$ cat src/rtl/chstat_pkg.sv
// Package: shared constants for the channel-status register port.
// Assumes: a single address bit selects between the two host registers.
package chstat_pkg;
    localparam logic ADDR_CTRL = 1'b0;
    localparam logic ADDR_DATA = 1'b1;

    // Rate codes reported in the status byte
    localparam logic [1:0] RATE_32K    = 2'b00;
    localparam logic [1:0] RATE_44K1   = 2'b01;
    localparam logic [1:0] RATE_48K    = 2'b10;
    localparam logic [1:0] RATE_UNKNOWN = 2'b11;

    typedef enum logic {
        MODE_STORE = 1'b0,
        MODE_FETCH = 1'b1
    } port_mode_e;
endpackage

$ cat src/rtl/chstat_mode_ctl.sv
// Module: mode latch and fetch-index register.
// Assumes: at most one register write per cycle; the index is the low IDX_W bits of the byte.
module chstat_mode_ctl
    import chstat_pkg::*;
#(
    parameter int DATA_W = 8,
    parameter int IDX_W  = 5
) (
    input  logic              clk,
    input  logic              rst_n,
    input  logic              ctrl_wr,
    input  logic              data_wr,
    input  logic [DATA_W-1:0] wdata,
    output port_mode_e        mode,
    output logic [IDX_W-1:0]  fetch_idx
);
    // Hold the store/fetch selection written through the control register
    always_ff @(posedge clk) begin
        if (!rst_n)
            mode <= MODE_STORE;
        else if (ctrl_wr)
            mode <= wdata[0] ? MODE_FETCH : MODE_STORE;
    end

    // Record the index of a data write made in fetch mode
    always_ff @(posedge clk) begin
        if (!rst_n)
            fetch_idx <= '0;
        else if (data_wr && mode == MODE_FETCH)
            fetch_idx <= wdata[IDX_W-1:0];
    end
endmodule

$ cat src/rtl/chstat_bit_store.sv
// Module: bit-addressed channel-status store with one write port and one read port.
// Assumes: NUM_BITS is no larger than 2**IDX_W.
module chstat_bit_store #(
    parameter int NUM_BITS = 32,
    parameter int IDX_W    = 5
) (
    input  logic                clk,
    input  logic                rst_n,
    input  logic                wr_en,
    input  logic [IDX_W-1:0]    wr_idx,
    input  logic                wr_bit,
    input  logic [IDX_W-1:0]    rd_idx,
    output logic                rd_bit,
    output logic [NUM_BITS-1:0] bits_q
);
    // One flop per channel-status bit, each written only when its index is selected
    for (genvar g = 0; g < NUM_BITS; g++) begin : g_bit
        always_ff @(posedge clk) begin
            if (!rst_n)
                bits_q[g] <= 1'b0;
            else if (wr_en && wr_idx == IDX_W'(g))
                bits_q[g] <= wr_bit;
        end
    end

    // Select the bit at the fetch index; an index beyond the store reads 0
    always_comb begin
        rd_bit = 1'b0;
        for (int i = 0; i < NUM_BITS; i++)
            if (rd_idx == IDX_W'(i))
                rd_bit = bits_q[i];
    end
endmodule

$ cat src/rtl/chstat_status_fmt.sv
// Module: packs the receiver indications into the status byte.
// Assumes: the receiver inputs are already synchronous to clk.
module chstat_status_fmt
    import chstat_pkg::*;
#(
    parameter int DATA_W = 8
) (
    input  logic              clk_ok,
    input  logic              data_ok,
    input  logic [1:0]        rate,
    output logic [DATA_W-1:0] status
);
    // Place the flags and the rate field; the rate is unknown when there is no clock
    always_comb begin
        status      = '0;
        status[0]   = clk_ok;
        status[1]   = data_ok;
        status[3:2] = clk_ok ? rate : RATE_UNKNOWN;
    end
endmodule

$ cat src/rtl/chstat_reg_port.sv
// Module: host register port for the channel-status bit store and receiver status.
// Assumes: one-cycle read latency; a read in the same cycle as a write sees the old state.
module chstat_reg_port
    import chstat_pkg::*;
#(
    parameter int NUM_BITS = 32,
    parameter int DATA_W   = 8
) (
    input  logic              clk,
    input  logic              rst_n,
    input  logic              host_addr,
    input  logic              host_we,
    input  logic              host_re,
    input  logic [DATA_W-1:0] host_wdata,
    output logic [DATA_W-1:0] host_rdata,
    input  logic              rx_clk_ok,
    input  logic              rx_data_ok,
    input  logic [1:0]        rx_rate
);
    localparam int IDX_W   = $clog2(NUM_BITS);
    localparam int VAL_BIT = DATA_W - 1;

    logic                ctrl_wr, data_wr, store_wr;
    port_mode_e          mode;
    logic [IDX_W-1:0]    fetch_idx;
    logic                fetch_bit;
    logic [NUM_BITS-1:0] cs_bits;
    logic [DATA_W-1:0]   status_byte;
    logic [DATA_W-1:0]   data_byte;

    // Decode the host write strobes per register
    always_comb begin
        ctrl_wr  = host_we && host_addr == ADDR_CTRL;
        data_wr  = host_we && host_addr == ADDR_DATA;
        store_wr = data_wr && mode == MODE_STORE;
    end

    chstat_mode_ctl #(.DATA_W(DATA_W), .IDX_W(IDX_W)) u_mode (
        .clk       (clk),
        .rst_n     (rst_n),
        .ctrl_wr   (ctrl_wr),
        .data_wr   (data_wr),
        .wdata     (host_wdata),
        .mode      (mode),
        .fetch_idx (fetch_idx)
    );

    chstat_bit_store #(.NUM_BITS(NUM_BITS), .IDX_W(IDX_W)) u_store (
        .clk    (clk),
        .rst_n  (rst_n),
        .wr_en  (store_wr),
        .wr_idx (host_wdata[IDX_W-1:0]),
        .wr_bit (host_wdata[VAL_BIT]),
        .rd_idx (fetch_idx),
        .rd_bit (fetch_bit),
        .bits_q (cs_bits)
    );

    chstat_status_fmt #(.DATA_W(DATA_W)) u_status (
        .clk_ok  (rx_clk_ok),
        .data_ok (rx_data_ok),
        .rate    (rx_rate),
        .status  (status_byte)
    );

    // Form the data-register read value: the fetched bit in the top position in fetch mode
    always_comb begin
        data_byte          = '0;
        data_byte[VAL_BIT] = (mode == MODE_FETCH) ? fetch_bit : 1'b0;
    end

    // Register the read data; zero when no read was strobed
    always_ff @(posedge clk) begin
        if (!rst_n)
            host_rdata <= '0;
        else if (host_re)
            host_rdata <= (host_addr == ADDR_CTRL) ? status_byte : data_byte;
        else
            host_rdata <= '0;
    end
endmodule

$ cat config.mk
export PLATFORM = sky130hd
export DESIGN_NAME = chstat_reg_port
export DESIGN_NICKNAME = d
export VERILOG_FILES = /design/src/rtl/chstat_pkg.sv /design/src/rtl/chstat_mode_ctl.sv /design/src/rtl/chstat_bit_store.sv /design/src/rtl/chstat_status_fmt.sv /design/src/rtl/chstat_reg_port.sv
export SDC_FILE = /design/constraint.sdc
export NUM_CORES = 1
export LEC_CHECK = 0
export ABC_AREA = 1
export BUFFER_PORTS_ARGS = -buffer_cell sky130_fd_sc_hd__buf_2
export CORE_ASPECT_RATIO = 1.25
export CORE_MARGIN = 8
export CORE_UTILIZATION = 63
export DETAILED_ROUTE_END_ITERATION = 8
export PLACE_DENSITY = 0.9
export SYNTH_ARGS = -nofsm -noshare
export SYNTH_HDL_FRONTEND = slang
export SYNTH_HIERARCHICAL = 1
export SYNTH_SLANG_ARGS = --single-unit
$ cat constraint.sdc
create_clock -name clk -period 3.5 [get_ports clk]
set_input_delay 0 -clock clk [delete_from_list [all_inputs] [get_ports clk]]
set_output_delay 0 -clock clk [all_outputs]
set_load 0.03 [all_outputs]
==> impl_results.md, run 1 <==
- Critical path launch point: u_mode/fetch_idx[2]
- Total I/O pin count: 25
- Initial antenna violation count: 0
- Worst-skew pair later-pin latency: about 300 ps
- Row cnt: 25
- Dominant combinational cell family by area after synthesis: simple AND/OR/NAND/NOR gates
- Metal3 WL: 512 um
- Outcome: finished with violations
- Y dimension of the die: 85.2 um
- Required time worst endpoint: about 3700 ps
- H-tree levels: 2
- Iter 0 DRT Violations: 270
- Postcts setup bufs: 0
- GPL Wtd Cong: 0.919
- CP endpoint kind: flop
- Final Slew Violations: 0
- Wire length on met2: 3070 um
- Synth-to-layout area growth: 10.7%
- DRT antenna net count: 0
- M1 WL: 2440 um
- Violations in the final reports: negative hold slack
- Via count of the first global-routing pass: 2,331
- Core outline area: 3720 sq um
- Initial Utilization: 0.649
- Cells after Synth: between 300 and 400
- Power density over cell area: 389 nW/um^2
- Final hold slack: -0.184 ps
- Maximum achievable frequency: 396 MHz
- Post-synth top flop: dfxtp_1
- Per-cell via count in the routed design: 5.59
- Leakage: 1.08 nW
- Critical R2R Capture: host_rdata[7]
- Post-synth top area share: 0.381
- Slew at the pin with the worst max-slew slack: 1230 ps
- Compound-cell area share of the yosys netlist: 0.104
- Worst Setup EP: host_rdata[7]
- Most area-consuming cells after synthesis: dfxtp_1 38%, nand2_1 16%, nand3_1 8.3%
- Cell at the root of the clock tree: clkbuf_8
- Topmost layer with routed signal wires: met4
- Maximum capacitance violations: 0
- Reg-to-Reg Start: u_mode/fetch_idx[2]
- R2r worst-path depth: 25
- # setup viols final: 0
- Top cell types by occurrence after synthesis: 101 x nand2_1, 52 x nor2_1, 46 x dfxtp_1, 45 x inv_1, 40 x nand3_1
- Max IR drop VDD: 0.329 mV
- Post-synth top area cell: dfxtp_1
- Fraction of registers with async set or reset after synthesis: 0
- Clock tree sinks: 46
- Simple-gate share of the synthesized area: 0.394
- Final clock skew: roughly 7.6 ps
- Total standard cell area after synthesis: 2420 sq um
- Maximum fanout count along the critical path: 6
- Number of buffers on the longest clock path: 2
- Clk pin slew, worst setup/hold paths: 80 ps
- Net total in the final layout: 422
- First-pass GRT wire length: 10,300 um
- Count leader, synth: nand2_1
- Setup slack after layout: 974 ps
- Number of storage elements in the synthesis netlist: 46
- Hold Violations, Final: 1
- Slew HR: 0.180
- Worst reg-to-reg setup slack: around 1000 ps
- Setup TNS: 0 ps
- Antenna cell count: 0
- Minimum clock period after layout: 2530 ps
- HPWL after detailed placement: 4170 um
- Adder-cell share of the synthesized area: 0
- Iteration count of the initial detailed-routing pass: 6
- Arr. time, crit path: 2730 ps
- Critical path type: reg2reg
- Total grt overflow: 0
- Syn_area_per_cell: around 6.3 sq um
- TritonCTS clock tree: built
- Synthesis warning total: 6
- Ratio of cells with drive above 1 in the final layout: 0.121
- Post-placement worst setup slack: 1030 ps
- Total die area: just over 6000 sq um
- Overall die width: ~71 um
- Largest net degree at the start of global routing: 33
- Number of buffers inserted by port buffering: 22
- Vias after detailed routing: 2,488
- CTS Buf Count: 5
- Min-delay worst type: in2reg
- Post-Synth XOR/XNOR Area: 0
- DRC: 0
- All-layer global routing usage: 0.208
- RSZ-0062 raised after global routing: false
- Share of cell area taken by muxes after synthesis: 0
- Startpoint types: flop
- Count of flip-flops with a built-in enable after synthesis: 0
- Share of the clock period used by the worst path: 0.722
- Synth cell types: 22
- Avg WL per Cell: 13.9 um
- Sequential share of the synthesized area: 0.381
- Total Routed Length: approximately 6200 um
==> where the power goes <==
group	internal [mW]	switching [mW]	total (mW)
Clock	0.228	0.170	0.398
Sequential	0.530	0.00555	0.535
Combinational	0.0297	0.0769	0.107
Total	0.788	0.252	1.04
==> cell type report <==
type	instances	area, sq um
clock buffers	6	82.6
clock inverters	1	30.0
fillers	329	1050
inverters	51	191
multi-input cells	272	1220
flip-flops and latches	46	921
well taps	40	50.0
repair buffers	29	178
==> placed cells by master (no fill, tap or decap) <==
cell type / n
nand3_1: 40
nor2_1: 51
nand4_1: 15
dlygate4sd3_1: 6
nand2_1: 101
a31oi_1: 1
nor3_1: 2
conb_1: 4
o21ai_0: 10
clkbuf_8: 6
nor4_1: 1
o21ai_2: 1
a2111oi_0: 2
bufinv_16: 1
nand2_2: 1
a21oi_1: 32
nor2_2: 9
buf_4: 1
nand2_4: 1
inv_1: 45
dfxtp_1: 46
buf_2: 22
a31o_2: 1
inv_2: 6
==> flip-flops by register name (all words and copies together) (netlist names) <==
| register | count |
|---|---|
| u_store/bits_q | 32 |
| host_rdata | 8 |
| u_mode/fetch_idx | 5 |
| u_mode/mode | 1 |
==> worst min path at each step <==
stage               startpoint                   to  slack (ps)  cells after the start
finish              rx_rate[1]        host_rdata[3]        -0.2                      5
floorplan                rst_n  u_mode/fetch_idx[4]         120                      2
global placement    rx_data_ok        host_rdata[1]         220                      3
CTS                 rx_rate[1]        host_rdata[3]           2                      5
detailed placement  rx_data_ok        host_rdata[1]         230                      3
global route        rx_rate[1]        host_rdata[3]          20                      5
==> metrics by stage <==
stage	instances	instance area, sq um	hold WS (ps)	total power, mW	util
finish	445	2670	-0.184	1.04	0.718
global route	445	2670	22.3	1.08	0.718
CTS	445	2670	2.50	1.04	0.718
detailed placement	432	2500	228	0.647	0.672
global placement	432	2500	222	0.644	0.672
floorplan	388	2430	120	0.618	-
==> worst max-delay path: stages (launching register included) <==
cell and delay [ps]:
dfxtp_1 460, nor2_1 160, nand3_1 120, nand2_1 50, nor2_1 160, nand2_1 70, nand2_1 60, nand4_1 70
nand2_1 70, nand4_1 90, nor2_1 110, nand4_1 100, nand2_1 70, nand3_1 70, nand2_1 60, nand3_1 60
nand2_1 60, nand3_1 60, nand2_1 60, nand3_1 70, nand2_1 70, nand4_1 90, nand2_1 90, nor2_2 30
nand2_1 50, nand2_1 40
==> repair_timing <==
item                      in CTS  in global routing
gates resized for setup        0                  0
hold buffers                   6                  0
hold endpoints to repair       8                  0
==> logic make-up after synthesis <==
group / Yosys count
AO/OA/AOI/OAI: 47
buffers and inverters: 70
other: 1
AND/OR/NAND/NOR: 221
flip-flops: 46
==> metal layers <==
layer,GRT usage,vias to the layer above
li1,-,1252
met1,0.235,1105
met2,0.348,117
met3,0.0554,14
met4,0.106,0
met5,0,-
(Power assumes the default switching activity.)
==> inputs of run 2 (changes only) <==
Settings changed: CORE_UTILIZATION 63 to 53, PLACE_DENSITY 0.9 to 0.82.
Clock period 3.5 ns to 2.2 ns, I/O delays scaled along.
==> run 2 against run 1 <==
Net effect:
- the run ends with negative setup slack left
- setup slack got worse by 1000 ps
- first-iteration DRC count fell by 11%
- final area rose by 9.0%
- clock power rose by 62%
- flip-flop and latch count did not move
==> impl_results.md, run 2 (same netlist as run 1, synthesis figures left out) <==
- Minimum clock period after layout: 2250 ps
- Row cnt: 27
- CP endpoint kind: flop
- Iteration count of the initial detailed-routing pass: 5
- Cell depth of the worst min-delay path: 3
- GPL Wtd Cong: just under 1
- Violations in the final reports: negative setup slack
- Iter 0 DRT Violations: 239
- R2r worst-path depth: 24
- Critical Path Most Common Cell: nand2_1
- Maximum fanout count along the critical path: 7
- Power density over cell area: 579 nW/um^2
- Total die area: about 7000 sq um
- Net total in the final layout: 443
- Initial Utilization: 0.550
- Clock tree sinks: 46
- Antenna cell count: 0
- Number of buffers on the longest clock path: 2
- Synth-to-layout area growth: 20.6%
- Arr. time, crit path: 2470 ps
- Ratio of cells with drive above 1 in the final layout: 0.192
- TritonCTS clock tree: built
- Leakage: 1.19 nW
- Count of filler cells inserted in the layout: 424
- Overall die width: 76.4 um
- # setup viols final: 1
- Via count of the first global-routing pass: approximately 2,500
- Startpoint types: flop
- Y dimension of the die: approximately 90 um
- Min-delay worst type: in2reg
- Endpoint of the worst hold-timing path: u_mode/fetch_idx[3]
- All-layer global routing usage: 0.198
- Core outline area: roughly 4400 sq um
- Setup TNS: -54.4 ps
- Register bank with the most flops: u_store/bits_q
- Total I/O pin count: 25
- DRC: 0
- Vias after detailed routing: 2,589
- Share of the clock period used by the worst path: 1.02
- Chain of cells forming the critical path: nor2_4, nand2_2, nor2_1, nor3_1, nand2_1, nand4_1, nand2_1, nand4_1, nor2_1, nand4_1, nand2_1, nand3_2, nand2_1, nand3_1, nand2_1, nand3_1, nand2_1, nand3_1, nand2_1, nand4_1, nand2_1, nor2_2, nand2_1, nand2_1
- Initial antenna violation count: 0
- Largest net degree at the start of global routing: 33
- Required time worst endpoint: 2410 ps
- Final Slew Violations: 0
- RSZ-0062 raised after global routing: true
- Cell at the root of the clock tree: clkbuf_8
- Largest registers: u_store/bits_q x32, host_rdata x8, u_mode/fetch_idx x5
- CTS Buf Count: 5
- Most common cell after layout, fill and taps aside: nand2_1
- Total power of the final layout: approximately 1.7 mW
- Maximum achievable frequency: around 440 MHz
- Critical path type: reg2reg
- Commonest cells after routing, fill and taps aside: 97 x nand2_1, 50 x nor2_1, 42 x inv_1, 42 x dfxtp_1, 39 x nand3_1
- Maximum capacitance violations: 0
- DRT antenna net count: 0
- Max IR drop VDD: 0.395 mV
- Reg-to-Reg Start: u_mode/fetch_idx[0]
- Total Routed Length: ~6700 um
- Avg WL per Cell: 13.8 um
- Slew at the pin with the worst max-slew slack: around 740 ps
- Critical R2R Capture: host_rdata[7]
- Slew HR: 0.509
- Final clock skew: 9.04 ps
- Total grt overflow: 0
- Biggest cell delay along the critical path: 390 ps
- Per-cell via count in the routed design: approximately 5.3
- Number of flip-flops in the largest register: 32
- Hold Violations, Final: 0
- First-pass GRT wire length: between 10,000 and 15,000 um
- Worst reg-to-reg setup slack: -50 ps
- Setup slack after layout: -54.4 ps
- Worst-skew pair later-pin latency: approximately 310 ps
- Worst min-delay path startpoint: host_wdata[3]
- H-tree levels: 2
- Outcome: finished with violations
- Cell with the largest stage delay on the worst path: dfxtp_4
- Number of buffers inserted by port buffering: 22
- Clk pin slew, worst setup/hold paths: 90 ps
- HPWL after detailed placement: 4650 um
## run 2: changes by cell type in the layout (fill, tap and decap cells not counted), moves of 3 or more
cell     delta
inv_1       -3
dfxtp_4     +3
nand2_1     -4
nand2_2     +4
buf_4      +18
nor2_4      +3
dfxtp_1     -4
## run 2: routing by layer
layer / part of all wire / up-vias / global-route usage
li1: - / 1295 / -
met1: 0.43 / 1181 / 0.233
met2: 0.49 / 99 / 0.344
met3: 0.063 / 14 / 0.0414
met4: 0.020 / 0 / 0.0756
met5: 0 / - / 0
## run 2: what timing repair did
action	CTS	global route
setup buffers	0	0
hold endpoints to repair	9	0
gates resized for setup	8	14
endpoints found under the setup margin	1	1
pin swaps	0	7
hold buffers	8	0
## run 2: worst max-delay path by stage
stage,from,to,slack [ps],cells after the start
CTS,u_mode/fetch_idx[3],host_rdata[7],-8,25
global route,u_mode/fetch_idx[0],host_rdata[7],-330,24
global placement,u_mode/fetch_idx[0],host_rdata[7],-20,26
finish,u_mode/fetch_idx[0],host_rdata[7],-50,24
detailed placement,u_mode/fetch_idx[0],host_rdata[7],-60,24
floorplan,u_mode/fetch_idx[3],host_rdata[7],190,25
## run 2: critical path: cells and delay by family, from the launching register on
family	cells	cell delay, ps
simple gates	24	1760
flops	1	390
## run 2: final cells by class
| cell class | instances | area (sq um) | share of cell area |
|---|---|---|---|
| multi-input combinational | 272 | 1250 | 0.430 |
| sequential | 46 | 933 | 0.320 |
| timing repair buffer | 50 | 344 | 0.118 |
| inverter | 51 | 196 | 0.0674 |
| tap | 58 | 72.6 | 0.0249 |
| clock buffer | 5 | 68.8 | 0.0236 |
| clock inverter | 3 | 45.0 | 0.0155 |
## run 2: metrics by stage
stage          worst slack (ps)  utilization  cell area, sq um  std cells  hold slack [ps]
6_report                  -54.4        0.664              2910        485             3.77
5_1_grt                    -333        0.664              2910        485             48.6
4_1_cts                   -7.63        0.656              2880        485             5.97
3_5_place_dp              -64.7        0.607              2670        469              219
3_3_place_gp              -15.5        0.607              2670        469              215
2_1_floorplan               192            -              2430        388              120
## run 2: report_power, final
part | leakage [nW] | internal [mW] | total, mW | switching [mW]
clock network | 0.0504 | 0.338 | 0.644 | 0.306
logic | 0.763 | 0.0644 | 0.193 | 0.128
registers | 0.375 | 0.841 | 0.850 | 0.00952
==> inputs of run 3 (changes only) <==
Settings changed: ABC_AREA 1 to default.
==> run 3 against run 2 <==
Net effect:
- the run now ends clean
- final area fell by 2.3%
- sequential share of layout area increased by 0.32 points
- utilization is 5.7 points lower
- die area is 4.3% higher
- critical path depth down 16
- total power down 8.1%
- cell count fell by 20%
- flip-flop and latch count did not move
- clock power down 14%
- register-to-register slack better by 290 ps
- first-iteration DRC count down 34%
- largest power group unchanged
==> impl_results.md, run 3 <==
- Net switching component of the power: 389 uW
- Slew HR: 0.627
- Commonest cells after routing, fill and taps aside: 46 x dfxtp_1, 38 x nand2_1, 22 x buf_2, 20 x nor2b_1
- Iter 0 DRT Violations: ~160
- Initial antenna violation count: 0
- Count leader, synth: dfxtp_1
- Setup TNS: 0 ps
- Total grt overflow: 0
- H-tree levels: 2
- First-pass GRT wire length: 10,000 um
- Register bank with the most flops: u_store/bits_q
- Total I/O pin count: 25
- Cell area after layout: around 2800 sq um
- Overall die width: 78.0 um
- Maximum fanout count along the critical path: 12
- # setup viols final: 0
- Number of storage elements in the synthesis netlist: 46
- Clock tree sinks: 46
- Outcome: finished, final reports clean
- GPL Wtd Cong: 0.906
- Count of flip-flops with a built-in enable after synthesis: 0
- Power density over cell area: ~540 nW/um^2
- Fraction of registers with async set or reset after synthesis: 0
- Iteration count of the initial detailed-routing pass: 4
- Syn_area_per_cell: ~8.5 sq um
- Final Slew Violations: 0
- Worst reg-to-reg setup slack: 240 ps
- Total standard cell area after synthesis: 2550 sq um
- Antenna cell count: 0
- Net total in the final layout: 342
- Clk pin slew, worst setup/hold paths: 90 ps
- Ratio of cells with drive above 1 in the final layout: 0.172
- Y dimension of the die: 93.5 um
- Biggest cell delay along the critical path: 560 ps
- DRT antenna net count: 0
- Core outline area: 4690 sq um
- Vias after detailed routing: 2,219
- Minimum clock period after layout: 1960 ps
- Required time worst endpoint: 2400 ps
- Total power of the final layout: 1.55 mW
- Via count of the first global-routing pass: between 2,000 and 2,500
- Total Routed Length: 5920 um
- Combinational power share: 0.098
- Synth-to-layout area growth: 11.8%
- Row cnt: 28
- Critical R2R Capture: host_rdata[7]
- Clock share of power: 0.355
- Number of buffers inserted by port buffering: 22
- Total die area: 7290 sq um
- Internal power: about 1.2 mW
- Avg WL per Cell: roughly 15 um
- Part of the total power dissipated in sequential elements: 0.547
- Cells after Synth: ~300
- Cell at the root of the clock tree: clkbuf_8
- Sequential share of the synthesized area: 0.362
- Number of flip-flops in the largest register: 32
- Initial Utilization: 0.542
- Maximum achievable frequency: 510 MHz
- HPWL after detailed placement: 4090 um
- Fraction of power spent switching nets: 0.251
- Share of the clock period used by the worst path: 0.891
- Leakage: 1.00 nW
- Most common cell after layout, fill and taps aside: dfxtp_1
- All-layer global routing usage: 0.166
- Worst-skew pair later-pin latency: 300 ps
- DRC: 0
- Endpoint of the worst hold-timing path: u_mode/fetch_idx[2]
- Cell depth of the worst min-delay path: 3
- Critical path type: reg2reg
- Hold Violations, Final: 0
- Most area-consuming cells after synthesis: dfxtp_1 36%, mux2i_1 7.5%, a21boi_1 5.6%
- Post-synth top area share: 0.362
- Synth cell types: between 50 and 60
- Startpoint types: flop
- Post-synth top area cell: dfxtp_1
- Synthesis warning total: 6
- Cell with the largest stage delay on the worst path: dfxtp_1
- Chain of cells forming the critical path: buf_4, inv_2, a221oi_2, o32ai_1, a311oi_1, o22ai_1, nand3_1, a21oi_1
- Arr. time, crit path: ~2200 ps
- Number of buffers on the longest clock path: 2
- CP endpoint kind: flop
- R2r worst-path depth: 8
- Top cell types by occurrence after synthesis: 46 x dfxtp_1, 38 x nand2_1, 20 x nor2b_1, 19 x a21boi_1, 19 x mux2i_1
- Min-delay worst type: in2reg
- TritonCTS clock tree: built
- RSZ-0062 raised after global routing: false
- Largest net degree at the start of global routing: 43
- Per-cell via count in the routed design: 5.75
- Final clock skew: between 3 and 4 ps
- CTS Buf Count: 5
- Final hold slack: between 60 and 70 ps
- Postcts setup bufs: 0
- Area of placed instances: 2670 sq um
- Post-synth top flop: dfxtp_1
- Reg-to-Reg Start: u_mode/fetch_idx[1]
- Slew at the pin with the worst max-slew slack: roughly 560 ps
- Largest registers: u_store/bits_q x32, host_rdata x8, u_mode/fetch_idx x5
- Maximum capacitance violations: 0
- Worst min-delay path startpoint: host_wdata[2]
- Max IR drop VDD: roughly 0.44 mV
[run 3: changes by cell type in the layout (fill, tap and decap cells not counted), sizes merged, moves of 20 or more]
cell / before / now
nand3: 40 / 15
nor2: 60 / 15
nand2: 103 / 38
nor2b: 0 / 20
a21oi: 32 / 4
inv: 51 / 5
[run 3: worst max-delay path by stage]
stage                   startpoint       endpoint
2_1_floorplan  u_mode/fetch_idx[1]  host_rdata[7]
5_1_grt        u_mode/fetch_idx[1]  host_rdata[7]
3_5_place_dp   u_mode/fetch_idx[1]  host_rdata[7]
3_3_place_gp   u_mode/fetch_idx[1]  host_rdata[7]
4_1_cts        u_mode/fetch_idx[1]  host_rdata[7]
6_report       u_mode/fetch_idx[1]  host_rdata[7]
[run 3: layout make-up]
class / instances / area (sq um)
Clock inverter: 2 / 16.3
Timing Repair Buffer: 40 / 265
Multi-Input combinational cell: 227 / 1470
Sequential cell: 46 / 921
Clock buffer: 6 / 82.6
Fill cell: 403 / 1850
Inverter: 5 / 18.8
Tap cell: 60 / 75.1
[run 3: kinds of logic after synthesis]
group           Yosys count  share of synthesized area
compound gates           65                      0.178
buf+inv                  31                     0.0663
flops                    46                      0.362
mux                      21                     0.0880
other cells               1                    0.00147
simple gates            137                      0.304
[run 3: power by group through the flow]
stage	clock (mW)	combinational (mW)	sequential [mW]
after floorplan	0	0.0926	0.873
after global placement	0	0.136	0.867
after detailed placement	0	0.138	0.867
after CTS	0.563	0.149	0.848
after global routing	0.596	0.165	0.849
final	0.551	0.151	0.848
[run 3: critical path, delay by kind of cell, from the launching register on]
| family | cells | cell delay [ps] |
|---|---|---|
| buf+inv | 2 | 320 |
| flops | 1 | 560 |
| simple gates | 1 | 80 |
| compound gates | 5 | 900 |
[run 3: what timing repair did]
item,in CTS,in global routing
hold endpoints to repair,6,0
resized for setup,0,0
hold buffers,8,0
[run 3: per-stage QoR]
step                       util  worst slack [ps]  cells
final                     0.606               241    386
after global routing      0.606              88.1    386
after CTS                 0.606               285    386
after detailed placement  0.568               306    370
after global placement    0.568               332    370
after floorplan               -               603    304
[run 3: routing by layer]
metal  track usage  vias to the layer above  routed length (um)
met1         0.183                     1037                2490
li1              -                     1094                   -
met5             0                        -                   0
met4        0.0743                        0                  99
met3        0.0403                       10                 367
met2         0.293                       78                2960
